### src/rtl/dslot_pkg.sv
package dslot_pkg;

  // Predicate test: register nonzero, optionally inverted to branch-on-zero.
  function automatic logic pred_hit(input logic nonzero, input logic inv);
    return nonzero ^ inv;
  endfunction

  // Sequential fetch step: one fetch packet per cycle.
  function automatic logic [63:0] seq_next(input logic [63:0] pc);
    return pc + 64'd1;
  endfunction

  typedef enum logic [1:0] {
    ST_SEQ    = 2'd0,
    ST_SLOTS  = 2'd1,
    ST_REDIR  = 2'd2
  } seq_evt_e;

endpackage

### src/rtl/dslot_pred.sv
module dslot_pred #(
  parameter int REG_W = 32
) (
  input  logic             req,
  input  logic [REG_W-1:0] val,
  input  logic             inv,
  input  logic             stall,
  output logic             take
);
  import dslot_pkg::*;

  logic nonzero;

  assign nonzero = |val;
  assign take    = req && !stall && pred_hit(nonzero, inv);

endmodule

### src/rtl/dslot_pick.sv
module dslot_pick #(
  parameter int N_UNITS = 2,
  parameter int PC_W    = 16
) (
  input  logic [N_UNITS-1:0]      take,
  input  logic [N_UNITS*PC_W-1:0] targets,
  output logic                    any_take,
  output logic                    multi_take,
  output logic [PC_W-1:0]         sel_tgt
);
  localparam int CW = $clog2(N_UNITS + 1);

  logic [CW-1:0] n_take;

  always_comb begin
    n_take = '0;
    for (int i = 0; i < N_UNITS; i++) begin
      n_take = n_take + CW'(take[i]);
    end
  end

  // Lowest-numbered accepting unit wins: scan from the top down.
  always_comb begin
    sel_tgt = '0;
    for (int i = N_UNITS - 1; i >= 0; i--) begin
      if (take[i]) sel_tgt = targets[i*PC_W +: PC_W];
    end
  end

  assign any_take   = |take;
  assign multi_take = (n_take > CW'(1));

endmodule

### src/rtl/dslot_core.sv
module dslot_core #(
  parameter int PC_W        = 16,
  parameter int DELAY_SLOTS = 5,
  parameter int CNT_W       = $clog2(DELAY_SLOTS + 1)
) (
  input  logic             clk,
  input  logic             rst_n,
  input  logic             stall,
  input  logic             any_take,
  input  logic             multi_take,
  input  logic [PC_W-1:0]  sel_tgt,
  output logic [PC_W-1:0]  pc_q,
  output logic [CNT_W-1:0] cnt_q,
  output logic [PC_W-1:0]  tgt_q,
  output logic             err_q,
  output dslot_pkg::seq_evt_e evt
);
  import dslot_pkg::*;

  localparam logic [CNT_W-1:0] SLOTS = CNT_W'(DELAY_SLOTS);

  logic            slot_last;
  logic            pending;
  logic [PC_W-1:0] pc_inc;
  logic [63:0]     pc_wide;

  assign pending   = (cnt_q != '0);
  assign slot_last = (cnt_q == CNT_W'(1));
  assign pc_wide   = seq_next(64'(pc_q));
  assign pc_inc    = pc_wide[PC_W-1:0];

  always_comb begin
    if (!pending || any_take) evt = ST_SEQ;
    else if (slot_last)       evt = ST_REDIR;
    else                      evt = ST_SLOTS;
  end

  always_ff @(posedge clk) begin
    if (!rst_n) begin
      pc_q  <= '0;
      cnt_q <= '0;
      tgt_q <= '0;
      err_q <= 1'b0;
    end else if (!stall) begin
      err_q <= err_q | multi_take;
      if (any_take) begin
        tgt_q <= sel_tgt;
        cnt_q <= SLOTS;
        pc_q  <= pc_inc;
      end else if (evt == ST_REDIR) begin
        cnt_q <= '0;
        pc_q  <= tgt_q;
      end else begin
        pc_q <= pc_inc;
        if (pending) cnt_q <= cnt_q - CNT_W'(1);
      end
    end
  end

endmodule

### src/rtl/dslot_seq.sv
module dslot_seq #(
  parameter int N_UNITS     = 2,
  parameter int PC_W        = 16,
  parameter int REG_W       = 32,
  parameter int DELAY_SLOTS = 5
) (
  input  logic                     clk,
  input  logic                     rst_n,
  input  logic                     stall,
  input  logic [N_UNITS-1:0]       br_req,
  input  logic [N_UNITS*PC_W-1:0]  br_target,
  input  logic [N_UNITS*REG_W-1:0] pred_val,
  input  logic [N_UNITS-1:0]       pred_inv,
  input  logic                     irq_req,
  output logic [PC_W-1:0]          fetch_pc,
  output logic                     irq_en,
  output logic                     irq_take,
  output logic                     dual_err
);
  localparam int CNT_W = $clog2(DELAY_SLOTS + 1);

  logic [N_UNITS-1:0] unit_take;
  logic               any_take;
  logic               multi_take;
  logic [PC_W-1:0]    sel_tgt;
  logic [CNT_W-1:0]   slot_cnt;
  logic [PC_W-1:0]    slot_tgt;
  dslot_pkg::seq_evt_e seq_evt;

  for (genvar g = 0; g < N_UNITS; g++) begin : g_pred
    dslot_pred #(.REG_W(REG_W)) pred_i (
      .req   (br_req[g]),
      .val   (pred_val[g*REG_W +: REG_W]),
      .inv   (pred_inv[g]),
      .stall (stall),
      .take  (unit_take[g])
    );
  end

  dslot_pick #(.N_UNITS(N_UNITS), .PC_W(PC_W)) pick_i (
    .take       (unit_take),
    .targets    (br_target),
    .any_take   (any_take),
    .multi_take (multi_take),
    .sel_tgt    (sel_tgt)
  );

  dslot_core #(.PC_W(PC_W), .DELAY_SLOTS(DELAY_SLOTS), .CNT_W(CNT_W)) core_i (
    .clk        (clk),
    .rst_n      (rst_n),
    .stall      (stall),
    .any_take   (any_take),
    .multi_take (multi_take),
    .sel_tgt    (sel_tgt),
    .pc_q       (fetch_pc),
    .cnt_q      (slot_cnt),
    .tgt_q      (slot_tgt),
    .err_q      (dual_err),
    .evt        (seq_evt)
  );

  assign irq_en   = (slot_cnt == '0) && !any_take;
  assign irq_take = irq_req && irq_en && !stall;

endmodule

### config.mk
export PLATFORM = sky130hd
export DESIGN_NAME = dslot_seq
export DESIGN_NICKNAME = d
export VERILOG_FILES = /design/src/rtl/dslot_pkg.sv /design/src/rtl/dslot_pred.sv /design/src/rtl/dslot_pick.sv /design/src/rtl/dslot_core.sv /design/src/rtl/dslot_seq.sv
export SDC_FILE = /design/constraint.sdc
export NUM_CORES = 1
export LEC_CHECK = 0
export BUFFER_PORTS_ARGS = -buffer_cell sky130_fd_sc_hd__buf_4
export CORE_MARGIN = 10
export CORE_UTILIZATION = 40
export DETAILED_ROUTE_END_ITERATION = 10
export PLACE_DENSITY = 0.88
export REMOVE_ABC_BUFFERS = 1
export SLEW_MARGIN = 20
export SYNTH_ARGS = -nofsm -noshare
export SYNTH_HDL_FRONTEND = slang
export SYNTH_SLANG_ARGS = --single-unit
export TNS_END_PERCENT = 10
### constraint.sdc
create_clock -name clk -period 2.6 [get_ports clk]
set_input_delay 0.65 -clock clk [delete_from_list [all_inputs] [get_ports clk]]
set_output_delay 0.65 -clock clk [all_outputs]
set_load 0.05 [all_outputs]
* Word-level counts from Yosys, hierarchy flattened *
Cells that the tools add are included.

cells by class
  reductions and logical operators = 19
  muxes and demuxes = 9
  $lt $le $gt $ge = 1
  $add $sub $neg = 3
  equality and inequality tests = 2
  bitwise gates (word level) = 4

operators by type and width
  operator                                              count
  two-way mux 16 bit                                    4
  OR reduction 32 bit                                   2
  adder 16 x 1 -> 16 bit (second input constant)        1
  two-way mux 3 bit                                     3
  logical AND 1 bit                                     7
  nonzero test 3 bit                                    2
  two-way mux 2 bit                                     2
  AND reduction 2 bit                                   2
  equality test 3 x 1 -> 1 bit (second input constant)  1
  logical NOT 1 bit                                     3
  logical NOT 3 bit                                     1
  subtractor 3 x 1 -> 3 bit (second input constant)     1
  adder 1 x 1 -> 2 bit                                  1
  equality test 2 bit (second input constant)           1
  > comparator 2 x 1 -> 1 bit (second input constant)   1
  OR reduction 2 bit                                    1
  XOR 1 bit                                             2
  logical OR 1 bit                                      1
  NOT 1 bit                                             1
  bitwise OR 1 bit                                      1

word-level totals
  flip-flop bits (word level) = 36
  output and inout port bits = 19

* Longest topological paths before layout *
Gate-level depths: netlist of run 1.

  depth in word-level cells = 9
  gate-level depth with buffers = 10
  depth with buffers taken out = 8

* Cells and area by module *
Synthesis of run 1 repeated with hierarchy kept, for this count alone.

second synthesis, totals
  cell total of the unflattened synthesis = 295
  area total of the unflattened synthesis = 2,193.4 um2

modules (own cells, without submodules)
  module      times used  sequential area each (um2)  area an instance (um2)  cells each
  dslot_core  1           720.7                       1,793.0                 241
  dslot_pick  1           0.0                         209.0                   26
  dslot_pred  2           0.0                         85.1                    13
  dslot_seq   1           0.0                         21.3                    2

* Worst setup path before layout of run 1 *
OpenSTA, ideal clock, no wires.

  path kind = input port to output port
  start point = input pred_val[30]
  end point = output irq_take
  data arrival time = 3,526 ps
  setup slack = -1,576 ps
  path buffers = 1
  cell stages on the path = 7
  cells stage by stage = nor4_1 nand4_1 o2111a_1 or2_0 buf_2 nor3b_1 and3_1

between the ends
  longest elaborated chain between the ends = 8

RTL lines
  element                         RTL line          text
  from (decl)                     dslot_seq.sv:12   input logic [N_UNITS*REG_W-1:0] pred_val,
  OR reduction 32 bit             dslot_pred.sv:14  assign nonzero = |val;
  XOR 1 bit                       dslot_pkg.sv:5    return nonzero ^ inv;
  logical AND 1 bit               dslot_pred.sv:15  assign take = req && !stall && pred_hit(nonzero, inv);
  OR reduction 2 bit              dslot_pick.sv:30  assign any_take = |take;
  logical NOT 1 bit               dslot_seq.sv:62   assign irq_en = (slot_cnt == '0) && !any_take;
  logical AND 1 bit               dslot_seq.sv:62
  net irq_en                      dslot_seq.sv:16   output logic irq_en,
  logical AND 1 bit (2 in a row)  dslot_seq.sv:63   assign irq_take = irq_req && irq_en && !stall;
  to (decl)                       dslot_seq.sv:17   output logic irq_take,

The timed path passes the listed nets, and every way through them passes these cells.

* Worst setup path in the final report of run 1 *
  start point = input pred_val[31]
  end point = output irq_take

between the ends
  longest elaborated chain between the ends = 8

RTL lines
  element                         RTL line
  OR reduction 32 bit             dslot_pred.sv:14
  XOR 1 bit                       dslot_pkg.sv:5
  logical AND 1 bit               dslot_pred.sv:15
  OR reduction 2 bit              dslot_pick.sv:30
  logical NOT 1 bit               dslot_seq.sv:62
  logical AND 1 bit               dslot_seq.sv:62
  logical AND 1 bit (2 in a row)  dslot_seq.sv:63

No other way between the ends.

==> results of run 1 <==
## kinds of logic (layout without fill, tap and decap cells)
kind of cell,after synthesis,in the layout,synth area share
AO/OA/AOI/OAI,63,63,0.204
adder cells (fa/ha/maj),4,4,0.0234
buffers and inverters,22,156,0.0521
flip-flops,36,36,0.337
multiplexers,21,21,0.0984
AND/OR/NAND/NOR,114,114,0.285
## layer usage
layer,wire (um),vias to the layer above,track usage
met5,0,-,0
met4,141,0,0.0694
met3,580,11,0.0576
met2,3840,81,0.296
met1,3100,1140,0.195
li1,-,1257,-
## worst register-to-register path: stages, from the launching register on
cell and delay [ns]:
dfxtp_1 0.43, ha_1 0.24, and3_1 0.20, nand4_1 0.20
nor2_1 0.21, nand3_1 0.17, or4_1 0.42, a31oi_1 0.19
## placed cells by master (no fill, tap or decap), types with 7 or more instances in the layout
master,Yosys,final
nand4_1,7,7
mux2i_1,21,21
o21ai_0,9,9
nand3_1,12,12
nor4_1,20,13
nor2_1,27,26
buf_6,1,15
dfxtp_1,36,36
a211oi_1,16,16
a21oi_1,8,7
buf_4,2,126
nand2_1,19,19
## state kept, by name, indices dropped and copies added, names as in the netlist
register / flops
core_i.cnt_q: 3
core_i.err_q: 1
core_i.pc_q: 16
core_i.tgt_q: 16
## through the flow
step	TNS [ns]	instance area (um^2)	utilization
6_report	-0.948	3470	0.674
5_1_grt	-1.95	3470	0.674
4_1_cts	-0.538	3400	0.661
3_5_place_dp	-6.61	3180	0.620
3_3_place_gp	-4.26	3180	0.620
2_1_floorplan	-10.54	2050	-
## synthesized netlist by cell type, drive strengths merged
| master | number | area share |
|---|---|---|
| a211oi | 16 | 0.056 |
| a21oi | 11 | 0.031 |
| a22o | 1 | 0.0041 |
| a22oi | 6 | 0.023 |
| a31oi | 6 | 0.018 |
| a32oi | 3 | 0.012 |
| and2 | 4 | 0.012 |
| and3 | 4 | 0.012 |
| and4 | 1 | 0.0041 |
| buf | 6 | 0.024 |
| clkbuf | 9 | 0.016 |
| dfxtp | 36 | 0.34 |
| ha | 4 | 0.023 |
| inv | 7 | 0.012 |
| mux2i | 21 | 0.098 |
| nand2 | 19 | 0.033 |
| nand3 | 12 | 0.028 |
| nand4 | 7 | 0.021 |
| nor2 | 27 | 0.047 |
| nor2b | 3 | 0.0088 |
| nor3 | 5 | 0.016 |
| nor3b | 2 | 0.0070 |
| nor4 | 21 | 0.064 |
| o2111a | 1 | 0.0053 |
| o21a | 4 | 0.014 |
| o21ai | 9 | 0.021 |
| o22ai | 5 | 0.015 |
| o31a | 1 | 0.0041 |
| or2 | 2 | 0.0059 |
| or3 | 3 | 0.011 |
| or4 | 4 | 0.014 |
## layout make-up
cell class              count  area [um^2]
multi-input cells         202         1420
clock buffers               6         72.6
inverters                   7         26.3
fillers                   427         1670
repair buffers            142         1130
flip-flops and latches     36          721
clock inverters             1         5.00
well taps                  70         87.6
## power by group
group          leakage [nW]  total (mW)  internal [mW]  switching (mW)
Sequential            0.294       0.601          0.579          0.0214
Clock                0.0410       0.380          0.182           0.198
Combinational          1.12       0.383          0.204           0.178
Total                  1.46        1.36          0.966           0.398
## repair_timing
item	4_1_cts	5_1_grt
pin swaps	16	5
endpoints found under the setup margin	14	17
gates resized for setup	25	10
hold buffers	0	0
buffers inserted	2	1
## worst max path at each step
stage | slack, ns | depth (start not counted) | start | to
CTS | -0.26 | 8 | pred_val[21] | irq_take
floorplan | -1.88 | 6 | pred_val[56] | irq_take
detailed placement | -0.48 | 8 | pred_val[12] | irq_take
global placement | -0.38 | 8 | pred_val[12] | irq_take
finish | -0.35 | 8 | pred_val[31] | irq_take
global route | -0.43 | 8 | pred_val[14] | irq_take
==> flow_summary.toml, run 1 <==
[synth]
synth_seq_area_share = 0.337
yosysUniqueCellTypes = 41
synth_warnings = 0
synth.cell_area_um2 = 2140
ys_ff_latch = 36
syn_area_per_cell_um2 = 8.21
netlist_instances = 260

[routing]
wire_per_inst_um = 16.5
num_vias = 2489
wirelength_mm = 7.67
detail-route-antenna-nets = 0
initialDrtViolationCount = 154
vias_per_cell = 5.36
drt_first_pass_iters = 4
route.detailed.drc = 0

[global_route]
antenna_found_initial = 0
grt_first_pass_wirelength_mm = 12.5
grt_start_max_net_pins = 29
track_usage = 0.173
grt_pass1_vias = 2626
overflow = 0

[cts]
clk_latency_ns = 0.29
cts-root-buf = "clkbuf_8"
tritoncts = "yes"
path_clk_slew_ns = 0.07
max-clock-path-buffers = 2
h-tree-depth = 2
numCtsBuffers = 5
cts_sinks = 36

[worst_setup_path]
rr_startpoint = "core_i.pc_q[0]"
crit_chain = "buf_4 -> nor4_4 -> nand4_1 -> o2111a_1 -> or2_1 -> nor3b_2 -> and3_1 -> buf_6"
cp_slowest_stage_delay_ns = 0.29
required_ns = 1.95
path_buf_inv = 2
worstPathArrival_ns = 2.30
cp_slowest_cell = "o2111a_1"
r2r-end = "core_i.pc_q[12]"
endpoint_kind = "primary output"
crit_type = "input pin to primary output"
rr_worst_depth = 7
cp-start-kind = "input pin"
r2r_setup_slack_ns = 0.48
critPathTopFamily = "simple AND/OR/NAND/NOR gates"
crit_fanout = 2

[timing]
finalWorstSetupSlack_ns = -0.353
drv_slew = 0
fmax_ghz = 0.339
rsz0062_at_grt = "yes"
slew_headroom = 0.670
fin_crit_ns = 2.95
period_share = 1.14
worstMarginPinSlew_ns = 0.495
setup_viol = 10
hold_ws_ns = 0.459
hold_violations = 0
finalClockSkew_ns = 0.00208

[pwr]
peakVddDrop_v = 0.000265
powerDensity_nw_per_um2 = 393
p_total_mw = 1.36
p_leak_nw = 1.46

[final_layout]
area_delta_synth_final_pct = 62.3
finalNetCount = 502
fin_cells = 464
antenna-diode-count = 0
drive_gt1_frac = 0.426

[die]
rows = 26
die-area_um2 = 8660
fp.dieH_um = 93.1
initial_utilization = 0.416
io_pins = 123
die_x_um = 93.1
coreArea_um2 = 5140

[place]
place_ws_ns = -0.480
dpl.cell_count = 454
gp_congestion = 0.849
io_buffers = 122
dp_hpwl_mm = 5.93

[min_path]
hold_end = "core_i.err_q"
whs_path_depth = 2
worst_hold_path_type = "register to register"
hold_start = "core_i.err_q"

[status]
violations = "negative setup slack"
status = "finished with violations"

[run]
max_cap_viol_count = 0
Note: power is estimated with default switching activity, not from simulation.
==> run 2, diff against run 1 <==
--- a/config.mk
+++ b/config.mk
@@ -11,7 +11,7 @@
 export DETAILED_ROUTE_END_ITERATION = 10
 export PLACE_DENSITY = 0.88
 export REMOVE_ABC_BUFFERS = 1
-export SLEW_MARGIN = 20
+export SLEW_MARGIN = 15
 export SYNTH_ARGS = -nofsm -noshare
 export SYNTH_HDL_FRONTEND = slang
 export SYNTH_SLANG_ARGS = --single-unit
==> constraint.sdc (replaced) <==
create_clock -name clk -period 2.6 [get_ports clk]
set_input_delay 0.13 -clock clk [delete_from_list [all_inputs] [get_ports clk]]
set_output_delay 0.13 -clock clk [all_outputs]
set_load 0.05 [all_outputs]
==> run 2 against run 1 <==
Die area is the same. Clock skew grew 0.0047 ns. Count of clock-buffer cells in the layout is the same. The flow now finishes without violations. Worst hold slack lost 0.33 ns. Final cell count shrank 2.2%. Sequential power is essentially flat. First-iteration DRC count shrank 31%. Critical path type unchanged. Combinational power shrank 13%.
==> flow_summary.toml, run 2 (synthesized netlist as in run 1, its figures left out) <==
[cts]
h-tree-depth = 2
path_clk_slew_ns = 0.07
postCtsHoldBufs = 0
postCtsSetupBuffers = 0
tritoncts = "yes"
numCtsBuffers = 5
ctsResizeCount = 0
cts_sinks = 36
max-clock-path-buffers = 2
clk_latency_ns = 0.30
cts-root-buf = "clkbuf_8"

[timing]
fin_tns_setup_ns = 0
period_share = 0.830
slew_headroom = 0.598
rsz0062_at_grt = "no"
finalClockSkew_ns = 0.00675
worstMarginPinSlew_ns = 0.600
fmax_ghz = 0.463
fin_crit_ns = 2.16
hold_ws_ns = 0.127
drv_slew = 0
setup_viol = 0
hold_violations = 0

[routing]
num_vias = 2444
wire_per_inst_um = 16.1
detail-route-antenna-nets = 0
wirelength_mm = 7.30
vias_per_cell = 5.38
initialDrtViolationCount = 106
route.detailed.drc = 0
drt_first_pass_iters = 4

[worst_setup_path]
cp-endpoint = "irq_take"
crit_type = "input pin to primary output"
worstPathArrival_ns = 2.03
crit_fanout = 5
r2r_setup_slack_ns = 0.53
endpoint_kind = "primary output"
rr_startpoint = "core_i.pc_q[0]"
rr_worst_depth = 7
r2r-end = "core_i.pc_q[12]"
cp-start-kind = "input pin"
crit_start = "pred_val[30]"
required_ns = 2.47

[final_layout]
final_cell_mix = "131 x buf_4, 36 x dfxtp_1, 26 x nor2_1"
finalNetCount = 491
utilization = 0.626
fillers = 479
antenna-diode-count = 0
multiInputGateArea_um2 = 1310
fin_cells = 454
top_regs = "core_i.pc_q: 16 flops, core_i.tgt_q: 16 flops, core_i.cnt_q: 3 flops"
final_common_cell = "buf_4"
area_delta_synth_final_pct = 50.6
seq_area_um2 = 721
drive_gt1_frac = 0.391

[global_route]
overflow = 0
grt_first_pass_wirelength_mm = 11.8
grt_pass1_vias = 2541
antenna_found_initial = 0
track_usage = 0.164
grt_start_max_net_pins = 29

[pwr]
p_leak_nw = 1.38
peakVddDrop_v = 0.000247
powerDensity_nw_per_um2 = 420
p_total_mw = 1.35

[die]
initial_utilization = 0.416
fp.dieH_um = 93.1
die-area_um2 = 8660
rows = 26
io_pins = 123
coreArea_um2 = 5140
die_x_um = 93.1

[place]
gp_congestion = 0.839
dpl.cell_count = 446
io_buffers = 122
dp_hpwl_mm = 5.86

[run]
max_cap_viol_count = 0

[status]
status = "complete, no violations"

[min_path]
worst_hold_path_type = "input pin to register"
[run 2: cell types whose count changed in the layout (fill, tap and decap cells not counted), sizes merged]
cell,delta
buf,-11
clkinv,+1
[run 2: critical path, stage by stage]
cell      delay [ns]
buf_4           0.11
nor4_1          0.27
nand4_1         0.19
o2111a_1        0.30
or2_0           0.35
nor3b_1         0.30
and3_1          0.19
buf_4           0.19
[run 2: area by class of cell]
class                      count  share of cell area
multi-input combinational    202               0.406
clock buffer                   6              0.0257
inverter                       7             0.00817
timing repair buffer         131               0.306
clock inverter                 2             0.00311
sequential                    36               0.224
tap                           70              0.0272
[run 2: routing by layer]
| metal | GRT usage | share of wire |
|---|---|---|
| met3 | 0.0711 | 0.095 |
| met4 | 0.0784 | 0.029 |
| met2 | 0.267 | 0.48 |
| met5 | 0 | 0 |
| met1 | 0.181 | 0.40 |
[run 2: worst min-delay path by stage]
| stage | startpoint | to | slack [ns] | cells after the start |
|---|---|---|---|---|
| after floorplan | rst_n | core_i.cnt_q[1] | 0.25 | 1 |
| after global placement | br_target[13] | core_i.tgt_q[13] | 0.43 | 3 |
| final | br_target[9] | core_i.tgt_q[9] | 0.13 | 3 |
| after CTS | br_target[1] | core_i.tgt_q[1] | 0.12 | 3 |
| after detailed placement | br_target[8] | core_i.tgt_q[8] | 0.44 | 3 |
| after global routing | br_target[9] | core_i.tgt_q[9] | 0.13 | 3 |
[run 2: power by group]
group,switching [mW],internal [mW]
combinational,0.157,0.177
sequential,0.0219,0.579
clock,0.206,0.211
total,0.385,0.968
[run 2: stage by stage]
| step | cell area [um^2] | worst slack [ns] |
|---|---|---|
| after detailed placement | 3120 | 0.140 |
| final | 3220 | 0.442 |
| after CTS | 3220 | 0.416 |
| after global routing | 3220 | 0.300 |
| after global placement | 3120 | 0.233 |
| after floorplan | 2050 | -0.837 |
